<file path="src/rtl/dmul_pkg.sv">
package dmul_pkg;

  // Operand width of the datapath and derived widths
  localparam int unsigned OP_W   = 16;
  localparam int unsigned EXT_W  = OP_W + 1;        // widened operand
  localparam int unsigned PROD_W = 2 * OP_W + 1;    // array/scaler output
  localparam int unsigned ACC_W  = 40;              // accumulator width
  localparam int unsigned BYTE_W = OP_W / 2;        // byte operand width

  typedef logic [OP_W-1:0]   opnd_t;
  typedef logic [EXT_W-1:0]  ext_t;
  typedef logic [PROD_W-1:0] prod_t;
  typedef logic [ACC_W-1:0]  acc_t;

endpackage

</file>
<file path="src/rtl/dmul_opext.sv">
module dmul_opext
  import dmul_pkg::*;
#(
  parameter int unsigned IN_W  = OP_W,
  parameter int unsigned OUT_W = IN_W + 1,
  parameter int unsigned LO_W  = IN_W / 2
) (
  input  logic [IN_W-1:0]  op_i,
  input  logic             signed_i,
  input  logic             byte_i,
  output logic [OUT_W-1:0] ext_o
);

  localparam int unsigned PAD_BYTE = OUT_W - LO_W;
  localparam int unsigned PAD_WORD = OUT_W - IN_W;

  logic fill_byte;
  logic fill_word;

  // The fill bit is the operand's top bit when it is signed, else zero
  assign fill_byte = signed_i & op_i[LO_W-1];
  assign fill_word = signed_i & op_i[IN_W-1];

  always_comb begin
    if (byte_i) begin
      ext_o = {{PAD_BYTE{fill_byte}}, op_i[LO_W-1:0]};
    end else begin
      ext_o = {{PAD_WORD{fill_word}}, op_i};
    end
  end

endmodule

</file>
<file path="src/rtl/dmul_array.sv">
module dmul_array
  import dmul_pkg::*;
#(
  parameter int unsigned IN_W  = EXT_W,
  parameter int unsigned OUT_W = 2 * IN_W - 1
) (
  input  logic [IN_W-1:0]  a_i,
  input  logic [IN_W-1:0]  b_i,
  output logic [OUT_W-1:0] p_o
);

  localparam int unsigned PAD = OUT_W - IN_W;

  logic signed [OUT_W-1:0] a_w;
  logic signed [OUT_W-1:0] b_w;

  // Inputs are already widened two's complement values. Sign-extend them
  // to the product width so the truncated product is exact.
  assign a_w = {{PAD{a_i[IN_W-1]}}, a_i};
  assign b_w = {{PAD{b_i[IN_W-1]}}, b_i};
  assign p_o = a_w * b_w;

endmodule

</file>
<file path="src/rtl/dmul_scale.sv">
module dmul_scale
  import dmul_pkg::*;
#(
  parameter int unsigned P_W = PROD_W,
  parameter int unsigned A_W = ACC_W,
  parameter int unsigned H_W = (P_W - 1) / 2
) (
  input  logic [P_W-1:0] prod_i,
  input  logic           frac_i,
  input  logic           byte_i,
  input  logic           both_signed_i,
  output logic [A_W-1:0] res_o
);

  localparam int unsigned SEXT = A_W - P_W;
  // (-1.0) * (-1.0) gives 2^(2*H_W-2), the only overflowing Q31 case
  localparam logic [P_W-1:0] SAT_HIT = P_W'(1) << (2 * H_W - 2);
  localparam logic [A_W-1:0] Q_MAX   = (A_W'(1) << (2 * H_W - 1)) - A_W'(1);

  logic [P_W-1:0] scaled;
  logic           sat_case;

  assign scaled   = {prod_i[P_W-2:0], 1'b0};
  assign sat_case = both_signed_i && (prod_i == SAT_HIT);

  always_comb begin
    if (byte_i) begin
      res_o = {{(A_W - H_W){1'b0}}, prod_i[H_W-1:0]};
    end else if (frac_i) begin
      if (sat_case) begin
        res_o = Q_MAX;
      end else begin
        res_o = {{SEXT{scaled[P_W-1]}}, scaled};
      end
    end else begin
      res_o = {{SEXT{prod_i[P_W-1]}}, prod_i};
    end
  end

endmodule

</file>
<file path="src/rtl/dmul_unit.sv">
module dmul_unit
  import dmul_pkg::*;
(
  input  logic              clk,
  input  logic              rst_n,
  input  logic              mul_en,
  input  logic [OP_W-1:0]   opnd_a,
  input  logic [OP_W-1:0]   opnd_b,
  input  logic              a_is_signed,
  input  logic              b_is_signed,
  input  logic              frac_sel,
  input  logic              byte_sel,
  output logic              acc_vld,
  output logic [ACC_W-1:0]  acc_out
);

  localparam int unsigned N_OPS = 2;

  // Reset: asserted asynchronously, released after two clock edges
  logic rst_meta_q;
  logic rst_sync_n;

  always_ff @(posedge clk or negedge rst_n) begin
    if (!rst_n) begin
      rst_meta_q <= 1'b0;
      rst_sync_n <= 1'b0;
    end else begin
      rst_meta_q <= 1'b1;
      rst_sync_n <= rst_meta_q;
    end
  end

  // Operand widening, one extender per operand
  opnd_t [N_OPS-1:0] ops;
  ext_t  [N_OPS-1:0] exts;
  logic  [N_OPS-1:0] sgn;

  assign ops = {opnd_b, opnd_a};
  assign sgn = {b_is_signed, a_is_signed};

  for (genvar gi = 0; gi < N_OPS; gi++) begin : g_ext
    dmul_opext #(
      .IN_W  (OP_W),
      .OUT_W (EXT_W),
      .LO_W  (BYTE_W)
    ) u_ext (
      .op_i     (ops[gi]),
      .signed_i (sgn[gi]),
      .byte_i   (byte_sel),
      .ext_o    (exts[gi])
    );
  end

  prod_t prod;
  acc_t  res;

  dmul_array #(
    .IN_W  (EXT_W),
    .OUT_W (PROD_W)
  ) u_array (
    .a_i (exts[0]),
    .b_i (exts[1]),
    .p_o (prod)
  );

  dmul_scale #(
    .P_W (PROD_W),
    .A_W (ACC_W),
    .H_W (OP_W)
  ) u_scale (
    .prod_i        (prod),
    .frac_i        (frac_sel),
    .byte_i        (byte_sel),
    .both_signed_i (&sgn),
    .res_o         (res)
  );

  // Next-state logic
  logic vld_nxt;
  acc_t acc_nxt;

  always_comb begin
    vld_nxt = mul_en;
    acc_nxt = acc_out;
    if (mul_en) begin
      acc_nxt = res;
    end
  end

  // Result register
  always_ff @(posedge clk or negedge rst_sync_n) begin
    if (!rst_sync_n) begin
      acc_vld <= 1'b0;
      acc_out <= '0;
    end else begin
      acc_vld <= vld_nxt;
      acc_out <= acc_nxt;
    end
  end

endmodule

</file>
<file path="config.mk">
export PLATFORM = sky130hd
export DESIGN_NAME = dmul_unit
export DESIGN_NICKNAME = d
export VERILOG_FILES = /design/src/rtl/dmul_pkg.sv /design/src/rtl/dmul_opext.sv /design/src/rtl/dmul_array.sv /design/src/rtl/dmul_scale.sv /design/src/rtl/dmul_unit.sv
export SDC_FILE = /design/constraint.sdc
export NUM_CORES = 1
export LEC_CHECK = 0
export BUFFER_PORTS_ARGS = -buffer_cell sky130_fd_sc_hd__buf_4
export CAP_MARGIN = 20
export CORE_AREA = 3 3 182 184
export DETAILED_ROUTE_END_ITERATION = 10
export DIE_AREA = 0 0 185 187
export PLACE_DENSITY = 0.58
export SLEW_MARGIN = 20
export SYNTH_ARGS = -nofsm -noshare
export SYNTH_HDL_FRONTEND = slang
export SYNTH_SLANG_ARGS = --single-unit
</file>
<file path="constraint.sdc">
create_clock -name clk -period 2.1 [get_ports clk]
set_input_delay 0.21 -clock clk [delete_from_list [all_inputs] [get_ports clk]]
set_output_delay 0.21 -clock clk [all_outputs]
set_load 0.01 [all_outputs]
</file>
# Word level (Yosys, flattened, before mapping)
# Cells that the tools add are included.
[totals]
output_inout_bits = 41
reg_bits = 43
elab_cells = 17
input_bits = 39
[op_classes]
n_eq_ne = 1
n_mux = 5
reduce_logical = 2
bitwise = 4
multipliers = 1
[ops]
columns = ["operator", "n"]
rows = [
  ["$mux 40", 3],
  ["$mux 17", 2],
  ["$eq 33x31->1 const B", 1],
  ["$mul 17x17->33", 1],
  ["$and 1x1->1", 4],
  ["$reduce_and 2->1", 1],
  ["$logic_and 1x1->1", 1],
]

# Longest topological paths before layout
# Gate-level depths: netlist (run 1).
[depth]
word_depth = 8
ltp_mapped = 31
mapped_depth_nobuf = 26

# Hierarchy
# From an unflattened synthesis (run 1), not the netlist that was laid out.
[hier_totals]
hier_cells = 1452
hier_area_um2 = 13481.7
[by_module_without_submodules]
columns = ["mod", "instances", "cells_per_inst", "seq_area_each_um2", "area_each_um2"]
rows = [
  ["dmul_array", 1, 1190, 0.0, 10791.6],
  ["dmul_unit", 1, 89, 1076.0, 1581.5],
  ["dmul_scale", 1, 117, 0.0, 743.2],
  ["dmul_opext", 2, 28, 0.0, 182.7],
]

# Least setup slack after synthesis (run 1)
# No wires, ideal clock.
[synth_path]
path_type = "input-to-reg"
from = "input port opnd_a[7]"
to = "register acc_out[26]"
required_time_ns = 2.036
slack_ns = -5.134
arrival_time_ns = 7.169
setup_ns = 0.064
path_stages = 28
path_buffers = 5
path_cell_list = "clkbuf_1 -> nand2_1 -> a21boi_1 -> clkbuf_1 -> nand2_1 -> inv_1 -> fa_1 -> inv_1 -> fa_1 -> inv_1 -> fa_1 -> fa_1 -> fa_1 -> fa_1 -> ha_1 -> clkbuf_1 -> nand4_1 -> nor2_1 -> nand2_1 -> a21oi_1 -> and2b_1 -> xor2_1 -> nand4_1 -> or4_1 -> buf_2 -> buf_6 -> a31oi_1 -> a21o_1"
[synth_between]
elab_chain_cells = 8
[synth_rtl]
columns = ["item", "line_no", "rtl"]
rows = [
  ["start, declared", "dmul_unit.sv:7", "input logic [OP_W-1:0] opnd_a,"],
  ["$and 1x1->1", "dmul_opext.sv:21", "assign fill_byte = signed_i & op_i[LO_W-1];"],
  ["$mux 17 *", "dmul_opext.sv:25", "if (byte_i) begin"],
  ["$mul 17x17->33 *", "dmul_array.sv:21", "assign p_o = a_w * b_w;"],
  ["$eq 33x31->1", "dmul_scale.sv:24", "assign sat_case = both_signed_i && (prod_i == SAT_HIT);"],
  ["$logic_and 1x1->1", "dmul_scale.sv:24", ""],
  ["$mux 40", "dmul_scale.sv:30", "if (sat_case) begin"],
  ["$mux 40 *", "dmul_scale.sv:29", "end else if (frac_i) begin"],
  ["$mux 40 *", "dmul_scale.sv:27", "if (byte_i) begin"],
  ["end signal, assigned", "dmul_unit.sv:97", "acc_out <= acc_nxt;"],
  ["end, declared", "dmul_unit.sv:14", "output logic [ACC_W-1:0] acc_out"],
]
# Mark *: on every way between the ends. The rest lies on a longest branch, timed or not.
# A chain may end at the register's enable or synchronous reset.

# Final worst setup path (run 1)
[layout_path]
from = "input port byte_sel"
to = "register acc_out[13]"
[layout_between]
elab_chain_cells = 7
word_cells_on_any_way = 8
cone_classes = "mul (1); eq/ne (1); mux (5); reduce/logical (1)"
[layout_rtl]
columns = ["item", "line_no", "rtl"]
rows = [
  ["start, declared", "dmul_unit.sv:12", "input logic byte_sel,"],
  ["$mux 17", "dmul_opext.sv:25", ""],
  ["$mul 17x17->33", "dmul_array.sv:21", ""],
  ["$eq 33x31->1", "dmul_scale.sv:24", ""],
  ["$logic_and 1x1->1", "dmul_scale.sv:24", ""],
  ["$mux 40", "dmul_scale.sv:30", ""],
  ["$mux 40", "dmul_scale.sv:29", ""],
  ["$mux 40 *", "dmul_scale.sv:27", ""],
]
# Marked as above.

==> impl_metrics.tcl, run 1 <==
set metrics [dict create \
    cpMostUsedCell "fa_1" \
    final_cell_count_no_fill 2212 \
    synth_flop_cell "dfrtp_1" \
    tritoncts "yes" \
    cp_slowest_cell "or4_4" \
    endpoint_kind "flop" \
    cts_max_level 2 \
    post-synth-top-area-cell "fa_1" \
    number_of_synthesized_flops_with_an_enable_pin 0 \
    yosys_register_bits 36 \
    rsz0062_at_grt "yes" \
    area_of_the_mapped_netlist_sq_um 13200 \
    detailed_place_hpwl_microns 31100 \
    layout_commonest_cell "buf_4" \
    grtUsageTotal_pct 22.7 \
    final.setup_skew_ps 3.78 \
    cp_max_fo 8 \
    r2r_slack_ps 1210 \
    cts_root_buf "clkbuf_16" \
    post-place-ws_ps -5190 \
    via_per_inst 5.06 \
    multiInputGateArea_sq_um 11800 \
    floorplan.initialDensity_pct 41.8 \
    finalHoldViolations 0 \
    wl_per_cell_microns 17.1 \
    antenna_violations_before_repair 1 \
    design.portCount 80 \
    yosys.area.top_type_share_pct 44.0 \
    r2r_start "acc_out[19]" \
    timing.hold.worst.start "mul_en" \
    design.final.nets 2221 \
    use_met2_pct 39.9 \
    number_of_cells_traversed_by_the_worst_register_to_register_path 2 \
    worst-endpoint-arrival_ps 7020 \
    outcome "finished with violations" \
    critPathMaxStageDelay_ps 630 \
    utilization_pct 56.6 \
    cts-root-to-sink-buffers 2 \
    path_clk_slew_ps 60 \
    most-common-layout-cells "buf_4, inv_1, fa_1" \
    drt-initial-drc-count 647 \
    place.gp.congestion 0.887 \
    floorplan.die_area_sq_um 34600 \
    synthToLayoutAreaGrowth_pct 35.6 \
    max_slew_margin_pct 63.7 \
    n_fill_cell 2816 \
    grt_pass1_vias 12372 \
    floorplan.core_area_sq_um 31600 \
    synth-warning-count 0 \
    globalRoute.busiestLayer "met2" \
    worst_skew_pair.late_latency_ps 280 \
    drive_above_1_share_pct 32.5 \
    yosysUniqueCellTypes 73 \
    final-seq-area_sq_um 901 \
    route.detailed.drc 0 \
    clkSinkCount 36 \
    transition_at_the_pin_with_the_smallest_max_transition_slack_ps 541 \
    global_route_wire_length_before_repair_microns 64100 \
    criticalPathCategory "in2reg" \
    finalCritPeriodShare_pct 325 \
    synthesis.area_per_instance_sq_um 8.88 \
    synthesis.instances 1485 \
    number_of_placed_instances_taps_included 2130 \
    synth_nets 1897 \
    vertical_die_dimension_microns 187 \
    max_clock_freq_ghz 0.147 \
    dr.pass1.iters 5 \
    final_setup_violations 33 \
    io_buffers 79 \
    synth_seq_area_share_pct 6.84 \
    drtAntennaViolNets 0 \
    finalMaxSlewViolations 0 \
    worstPathRequired_ps 2300 \
    synth_top_cells_by_area "fa_1, inv_1, ha_1" \
    period_needed_ps 6820 \
    timing.max_cap.violations 0 \
    overflow 0 \
    detailroute.via_count 11195 \
    hold-path-endpoint "acc_vld" \
    die_width_microns 185 \
    grt_util_met1_pct 31.8 \
    final.setup.worst_slack_ps -4720 \
    failed_checks "negative setup slack" \
    pin_count_of_the_biggest_net_entering_global_routing 35 \
    grt.met3_usage_pct 1.61 \
    hold-path-cell-count 1 \
    rr_endpoint "acc_out[19]" \
    setup.worst_path.start_class "input port" \
    num_rows 65 \
    num_antenna_cells 0 \
    number_of_buffers_added_by_the_clock_tree_synthesis_step 5 \
    worstHoldPathType "in2reg" \
    route.final.wire_length_microns 37900 \
    ys_async_sr_fraction_pct 100 \
]
## layout make-up
type	count	share of cell area [%]
Tap cell	402	2.82
Inverter	308	6.49
Clock inverter	3	0.238
Sequential cell	36	5.04
Clock buffer	5	0.700
Timing Repair Buffer	391	18.5
Multi-Input combinational cell	1067	66.2
## metal layers
layer	vias to the layer above	share of wire, %
met5	-	0
met4	0	1.2
met3	37	2.8
met2	226	51
met1	5708	45
li1	5224	-
## cells by family after synthesis
logic type,Yosys count,synth area share [%]
AOI/OAI and AO/OA,207,10.3
xor gates and xnor gates,33,2.19
adders and majority gates,373,51.9
buffers and inverters,384,11.4
DFF,36,6.83
muxes,3,0.237
other,1,0.0285
and+or+nand+nor,448,17.0
## synthesized netlist by cell type (4+ instances only)
cell	count
inv_1	308
fa_1	290
nand2_1	181
and2_1	140
ha_1	83
clkbuf_1	53
nor2_1	49
o21ai_0	39
dfrtp_1	36
a21oi_1	33
a21o_1	22
o21ai_1	21
xnor2_1	18
a31oi_1	16
nand3_1	15
xor2_1	15
nor3_1	11
o21a_1	9
o2bb2ai_1	9
buf_4	8
nand4_1	8
a211oi_1	7
o22ai_1	7
buf_2	6
nand2b_1	6
nor3b_1	6
or2_2	6
a22o_1	5
o211ai_1	5
or3_1	5
clkbuf_2	4
## worst max-delay path by stage
stage,start,to,slack [ps]
2_1_floorplan,opnd_a[7],acc_out[31],-4530
3_3_place_gp,byte_sel,acc_out[7],-5150
3_5_place_dp,byte_sel,acc_out[31],-5190
4_1_cts,byte_sel,acc_out[31],-4660
5_1_grt,byte_sel,acc_out[22],-4900
6_report,byte_sel,acc_out[13],-4720
## flip-flops by register name, summed over array words and instances, names as in the netlist
name,flops
acc_out,33
rst_meta_q,1
rst_sync_n,1
acc_vld,1
## through the flow
stage	setup TNS (ps)	hold WS, ps	area [sq um]
finish	-153160	181	17900
global route	-159190	179	17900
CTS	-150850	174	17400
detailed placement	-167100	-5.48	16300
global placement	-167250	-6.33	16300
floorplan	-146150	-85.6	13800
## worst max-delay path: cells and delay by family
family          cells  cell delay, ps
fa+ha+maj           7            3460
simple gates        8            1570
compound gates      3             520
buf+inv            11            1050
xor+xnor            1             200
## timing repair
action,4_1_cts,5_1_grt
gates resized for setup,92,82
hold buffers,1,0
pin swaps,62,54
gates cloned,8,1
setup endpoints to repair,33,33
hold endpoints to repair,2,0
buffers inserted,52,17
Power of run 1 is left out: the tool's default activity adds up to more than one toggle a clock period on the data nets, which glitch-free logic cannot reach.
==> run 2: changes to the inputs <==
CORE_AREA = 10 10 189 191   (was 3 3 182 184)
DIE_AREA = 0 0 199 201   (was 0 0 185 187)
SETUP_SLACK_MARGIN = 0.4   (was default)
==> run 2 against run 1 <==
Effect of this change:
- the flow still finishes with violations (negative setup slack)
- wire length decreased by 1.9%
- final cell count increased by 0.59%
- fmax increased by 0.34%
- critical path depth unchanged
- non-clock buffer count increased by 9
- global-route usage decreased by 3.3 points
- hold slack got worse by 3.1 ps
- sequential share of layout area about the same
- critical endpoint is now acc_out[18]
- highest routed layer unchanged
==> impl_metrics.tcl, run 2 (synthesis results as in run 1) <==
set metrics [dict create \
    finalHoldViolations 0 \
    detailroute.via_count 11054 \
    route.final.wire_length_microns 37200 \
    cts_max_level 2 \
    setup.worst_path.start_class "input port" \
    hold-path-endpoint "acc_vld" \
    final_setup_tns_ps -151680 \
    largest_reg_flops 33 \
    grtUsageTotal_pct 19.4 \
    die_width_microns 199 \
    most_flops_register "acc_out" \
    design.final.nets 2228 \
    clkSinkCount 36 \
    hold-path-cell-count 1 \
    floorplan.core_area_sq_um 32000 \
    floorplan.initialDensity_pct 41.1 \
    final.setup_skew_ps 3.72 \
    dr.pass1.iters 5 \
    number_of_cells_traversed_by_the_worst_register_to_register_path 2 \
    via_per_inst 4.97 \
    n_fill_cell 2904 \
    pin_count_of_the_biggest_net_entering_global_routing 35 \
    number_of_buffers_added_by_the_clock_tree_synthesis_step 5 \
    worst_skew_pair.late_latency_ps 280 \
    max_clock_freq_ghz 0.147 \
    worst-endpoint-arrival_ps 7020 \
    final.setup.worst_slack_ps -4690 \
    place.gp.congestion 0.852 \
    cp_max_fo 9 \
    cts-root-to-sink-buffers 2 \
    cpMostUsedCell "fa_1" \
    endpoint_kind "flop" \
    drive_above_1_share_pct 31.0 \
    num_antenna_cells 0 \
    drt-initial-drc-count 491 \
    worstHoldPathType "in2reg" \
    multiInputGateArea_sq_um 11700 \
    overflow 0 \
    worstPathRequired_ps 2320 \
    vertical_die_dimension_microns 201 \
    tritoncts "yes" \
    critPathMaxStageDelay_ps 620 \
    cp_slowest_cell "or4_4" \
    r2r_start "acc_out[19]" \
    grt_pass1_vias 12298 \
    floorplan.die_area_sq_um 40000 \
    rsz0062_at_grt "yes" \
    max_slew_margin_pct 64.8 \
    drtAntennaViolNets 0 \
    final_setup_violations 33 \
    detailed_place_hpwl_microns 31300 \
    global_route_wire_length_before_repair_microns 63500 \
    finalMaxSlewViolations 0 \
    design.portCount 80 \
    timing.max_cap.violations 0 \
    layout_commonest_cell "buf_4" \
    final-seq-area_sq_um 901 \
    finalCritPeriodShare_pct 323 \
    cp.depth 30 \
    critPathTopFamily "adder cells" \
    critical_path.n_buffers_inverters 10 \
    criticalPathCategory "in2reg" \
    wl_per_cell_microns 16.7 \
    route.detailed.drc 0 \
    timing.hold.worst.start "mul_en" \
    most-common-layout-cells "buf_4, inv_1, fa_1" \
    transition_at_the_pin_with_the_smallest_max_transition_slack_ps 525 \
    io_buffers 79 \
    cts_root_buf "clkbuf_16" \
    num_rows 66 \
    rr_endpoint "acc_out[19]" \
    outcome "finished with violations" \
    period_needed_ps 6790 \
    synthToLayoutAreaGrowth_pct 35.5 \
    r2r_slack_ps 1230 \
    path_clk_slew_ps 60 \
    failed_checks "negative setup slack" \
    antenna_violations_before_repair 0 \
]
==> run 2: cell types whose count changed in the layout (fill, tap and decap cells not counted), moves of 6 or more <==
cell     change
inv_2       -17
nand2_2      -6
inv_1       +17
buf_4       +16
nand2_1      +9
buf_6       -11
buf_12       +6
==> run 2: final cells by class <==
class | count | area share, %
Clock inverter | 3 | 0.238
Clock buffer | 5 | 0.700
Timing Repair Buffer | 400 | 19.2
Sequential cell | 36 | 5.04
Tap cell | 408 | 2.86
Inverter | 308 | 6.49
Multi-Input combinational cell | 1065 | 65.5
==> run 2: worst max path at each step <==
stage / start / endpoint / slack (ps)
detailed placement: byte_sel / acc_out[3] / -5170
finish: a_is_signed / acc_out[18] / -4690
CTS: a_is_signed / acc_out[4] / -4650
floorplan: opnd_a[7] / acc_out[31] / -4530
global placement: byte_sel / acc_out[31] / -5050
global route: a_is_signed / acc_out[23] / -4900
==> run 2: layer usage <==
metal / up-vias / wire length, microns / global-route usage (%)
met4: 0 / 573 / 3.22
met5: - / 0 / 0
li1: 5236 / - / -
met1: 5618 / 16600 / 26.2
met2: 173 / 18900 / 33.7
met3: 27 / 1090 / 1.31
==> run 2: repair_timing <==
item                                    in CTS  in global routing
resized for setup                           79                 38
cloned                                       3                  2
setup buffers                               41                  7
hold buffers                                 1                  0
pin swaps                                   46                 29
endpoints found under the setup margin      33                 33
endpoints found under the hold margin        2                  0
==> run 2: worst register-to-register path, delay by kind of cell, from the launching register on <==
| kind | cells | cell delay [ps] |
|---|---|---|
| flops | 1 | 400 |
| compound gates | 2 | 340 |
==> run 2: stage by stage <==
step / util (%) / cells / setup slack [ps] / instance area [sq um] / hold slack [ps]
floorplan: - / 1485 / -4530 / 13800 / -85.6
global placement: 51.6 / 2163 / -5050 / 16500 / -7.51
detailed placement: 51.6 / 2163 / -5170 / 16500 / -7.10
CTS: 54.7 / 2216 / -4650 / 17500 / 165
global route: 55.8 / 2225 / -4900 / 17900 / 175
finish: 55.8 / 2225 / -4690 / 17900 / 178
Power of run 2 is left out for the same reason.
==> run 3: changes to the inputs <==
ABC_AREA = 1   (was default)
CORE_AREA = 10 10 190 192   (was 10 10 189 191)
DIE_AREA = 0 0 200 202   (was 0 0 199 201)
SKIP_CTS_REPAIR_TIMING = 1   (was default)
SLEW_MARGIN = default   (was 20)
==> run 3 against run 2 <==
Effect of this change:
- the flow still finishes with violations (negative setup slack)
- fmax grew 8.9%
- critical path depth grew 2
- hold slack lost 25 ps
- first-iteration DRC count grew 39%
- final area grew 2.5%
- global-route usage grew 2.4 points
- die area grew 1.0%
- count of clock-buffer cells in the layout is the same
==> impl_metrics.tcl, run 3 <==
set metrics [dict create \
    synthesis.instances 1804 \
    route.final.wire_length_microns 42400 \
    failed_checks "negative setup slack" \
    io_buffers 79 \
    critical_path.startpoint "b_is_signed" \
    ys_async_sr_fraction_pct 100 \
    synth-warning-count 0 \
    cp.depth 32 \
    num_antenna_cells 0 \
    synth_top_cells_by_area "fa_1, nand2_1, inv_1" \
    period_needed_ps 6240 \
    largest_reg_flops 33 \
    worstPathRequired_ps 2320 \
    antenna_violations_before_repair 0 \
    num_rows 66 \
    final.setup.worst_slack_ps -4140 \
    yosys_register_bits 36 \
    rr_endpoint "acc_out[14]" \
    global_route_wire_length_before_repair_microns 69300 \
    worst-endpoint-arrival_ps 6460 \
    cp_max_fo 8 \
    detailed_place_hpwl_microns 37400 \
    rsz0062_at_grt "yes" \
    max_slew_margin_pct 45.9 \
    synth_flop_cell "dfrtp_1" \
    n_fill_cell 3014 \
    wl_per_cell_microns 16.4 \
    area_of_the_mapped_netlist_sq_um 13400 \
    grt.met3_usage_pct 2.72 \
    tritoncts "yes" \
    route.detailed.drc 0 \
    r2r_slack_ps 1180 \
    yosysUniqueCellTypes 34 \
    endpoint_kind "flop" \
    worstHoldPathType "in2reg" \
    floorplan.die_area_sq_um 40400 \
    dr.pass1.iters 4 \
    layout_commonest_cell "inv_1" \
    finalHoldViolations 0 \
    place.gp.congestion 0.917 \
    yosys.area.top_type_share_pct 43.2 \
    timing.max_cap.violations 0 \
    crit_path_end "acc_out[21]" \
    post-place-ws_ps -4570 \
    cp_slowest_cell "fa_1" \
    synth_seq_area_share_pct 6.70 \
    overflow 0 \
    floorplan.core_area_sq_um 32300 \
    critPathTopFamily "adder cells" \
    synthToLayoutAreaGrowth_pct 36.2 \
    drive_above_1_share_pct 28.4 \
    post-synth-top-area-cell "fa_1" \
    most_flops_register "acc_out" \
    finalHoldWorstSlack_ps 153 \
    max_clock_freq_ghz 0.160 \
    outcome "finished with violations" \
    critPathMaxStageDelay_ps 580 \
    design.portCount 80 \
    synth.cells.most_frequent "nand2_1, inv_1, fa_1" \
    synth_nets 2216 \
    transition_at_the_pin_with_the_smallest_max_transition_slack_ps 811 \
    synthesis.area_per_instance_sq_um 7.45 \
    r2r_start "rst_sync_n" \
    number_of_synthesized_flops_with_an_enable_pin 0 \
    grt_util_met1_pct 28.9 \
    cpMostUsedCell "fa_1" \
    worst_skew_pair.late_latency_ps 280 \
    grtUsageTotal_pct 21.8 \
    drt-initial-drc-count 684 \
    setup.worst_path.start_class "input port" \
    final_setup_violations 33 \
    use_met2_pct 37.1 \
    drtAntennaViolNets 0 \
    clkSinkCount 36 \
    detailroute.via_count 12304 \
    critical_path.n_buffers_inverters 8 \
    number_of_cells_traversed_by_the_worst_register_to_register_path 1 \
    vertical_die_dimension_microns 202 \
    cts-root-to-sink-buffers 2 \
    final.setup_skew_ps 7.29 \
    path_clk_slew_ps 60 \
    synth.most_common_cell "nand2_1" \
    most-common-layout-cells "inv_1, nand2_1, buf_4" \
    grt_pass1_vias 13172 \
    pin_count_of_the_biggest_net_entering_global_routing 36 \
    globalRoute.busiestLayer "met2" \
    design.final.nets 2554 \
    finalMaxSlewViolations 0 \
    criticalPathCategory "in2reg" \
    final_setup_tns_ps -133980 \
    floorplan.initialDensity_pct 41.6 \
    via_per_inst 4.76 \
    number_of_buffers_added_by_the_clock_tree_synthesis_step 5 \
    cts_max_level 2 \
    cts_root_buf "clkbuf_16" \
    die_width_microns 200 \
    finalCritPeriodShare_pct 297 \
]
==> run 3: cell count changes after synthesis, sizes merged, moves of 9 or more <==
cell	delta
a21o	-21
a31oi	-15
and2	-140
clkbuf	-18
clkinv	+12
inv	+150
nand2	+307
nand3	+41
nand4	+11
nor2	+136
o21ai	-15
o2bb2ai	-9
==> run 3: worst min-delay path by stage <==
| stage | start | to | slack, ps | cells after the start |
|---|---|---|---|---|
| after CTS | rst_n | rst_meta_q | -300 | 1 |
| final | mul_en | acc_vld | 150 | 1 |
| after floorplan | rst_n | rst_meta_q | -90 | 0 |
| after global placement | rst_n | rst_meta_q | -7 | 1 |
| after global routing | mul_en | acc_vld | 150 | 1 |
| after detailed placement | rst_n | rst_sync_n | -6 | 1 |
==> run 3: cell families (layout without fill, tap and decap cells) <==
kind of cell	Yosys count	in the layout	share of synthesized area (%)
fa+ha+maj	373	373	50.9
buf+inv	523	862	15.0
other cells	1	1	0.0279
compound gates	86	86	3.35
xor+xnor	18	18	1.17
simple gates	767	767	22.9
flops	36	36	6.70
==> run 3: cell type report <==
cell class,count,area [sq um],share of cell area [%]
multi-input combinational,1245,11600,63.4
timing repair buffer,382,3260,17.8
inverter,470,1840,10.0
sequential,36,901,4.92
tap,442,553,3.02
clock buffer,5,125,0.683
clock inverter,3,18.8,0.103
timing repair inverter,2,10.0,0.0547
==> run 3: metal layers <==
metal	part of all wire, %	up-vias	wire length, microns
met5	0	-	0
met4	2.0	0	829
met3	5.2	35	2210
met2	50	254	21200
met1	43	6131	18200
li1	-	5884	-
==> run 3: through the flow <==
step           area (sq um)  std cells  util [%]
2_1_floorplan         14200       1804         -
3_3_place_gp          17400       2553      53.9
3_5_place_dp          17400       2553      53.9
4_1_cts               17500       2561      54.3
5_1_grt               18300       2585      56.7
6_report              18300       2585      56.7
Power of run 3 is left out for the same reason.
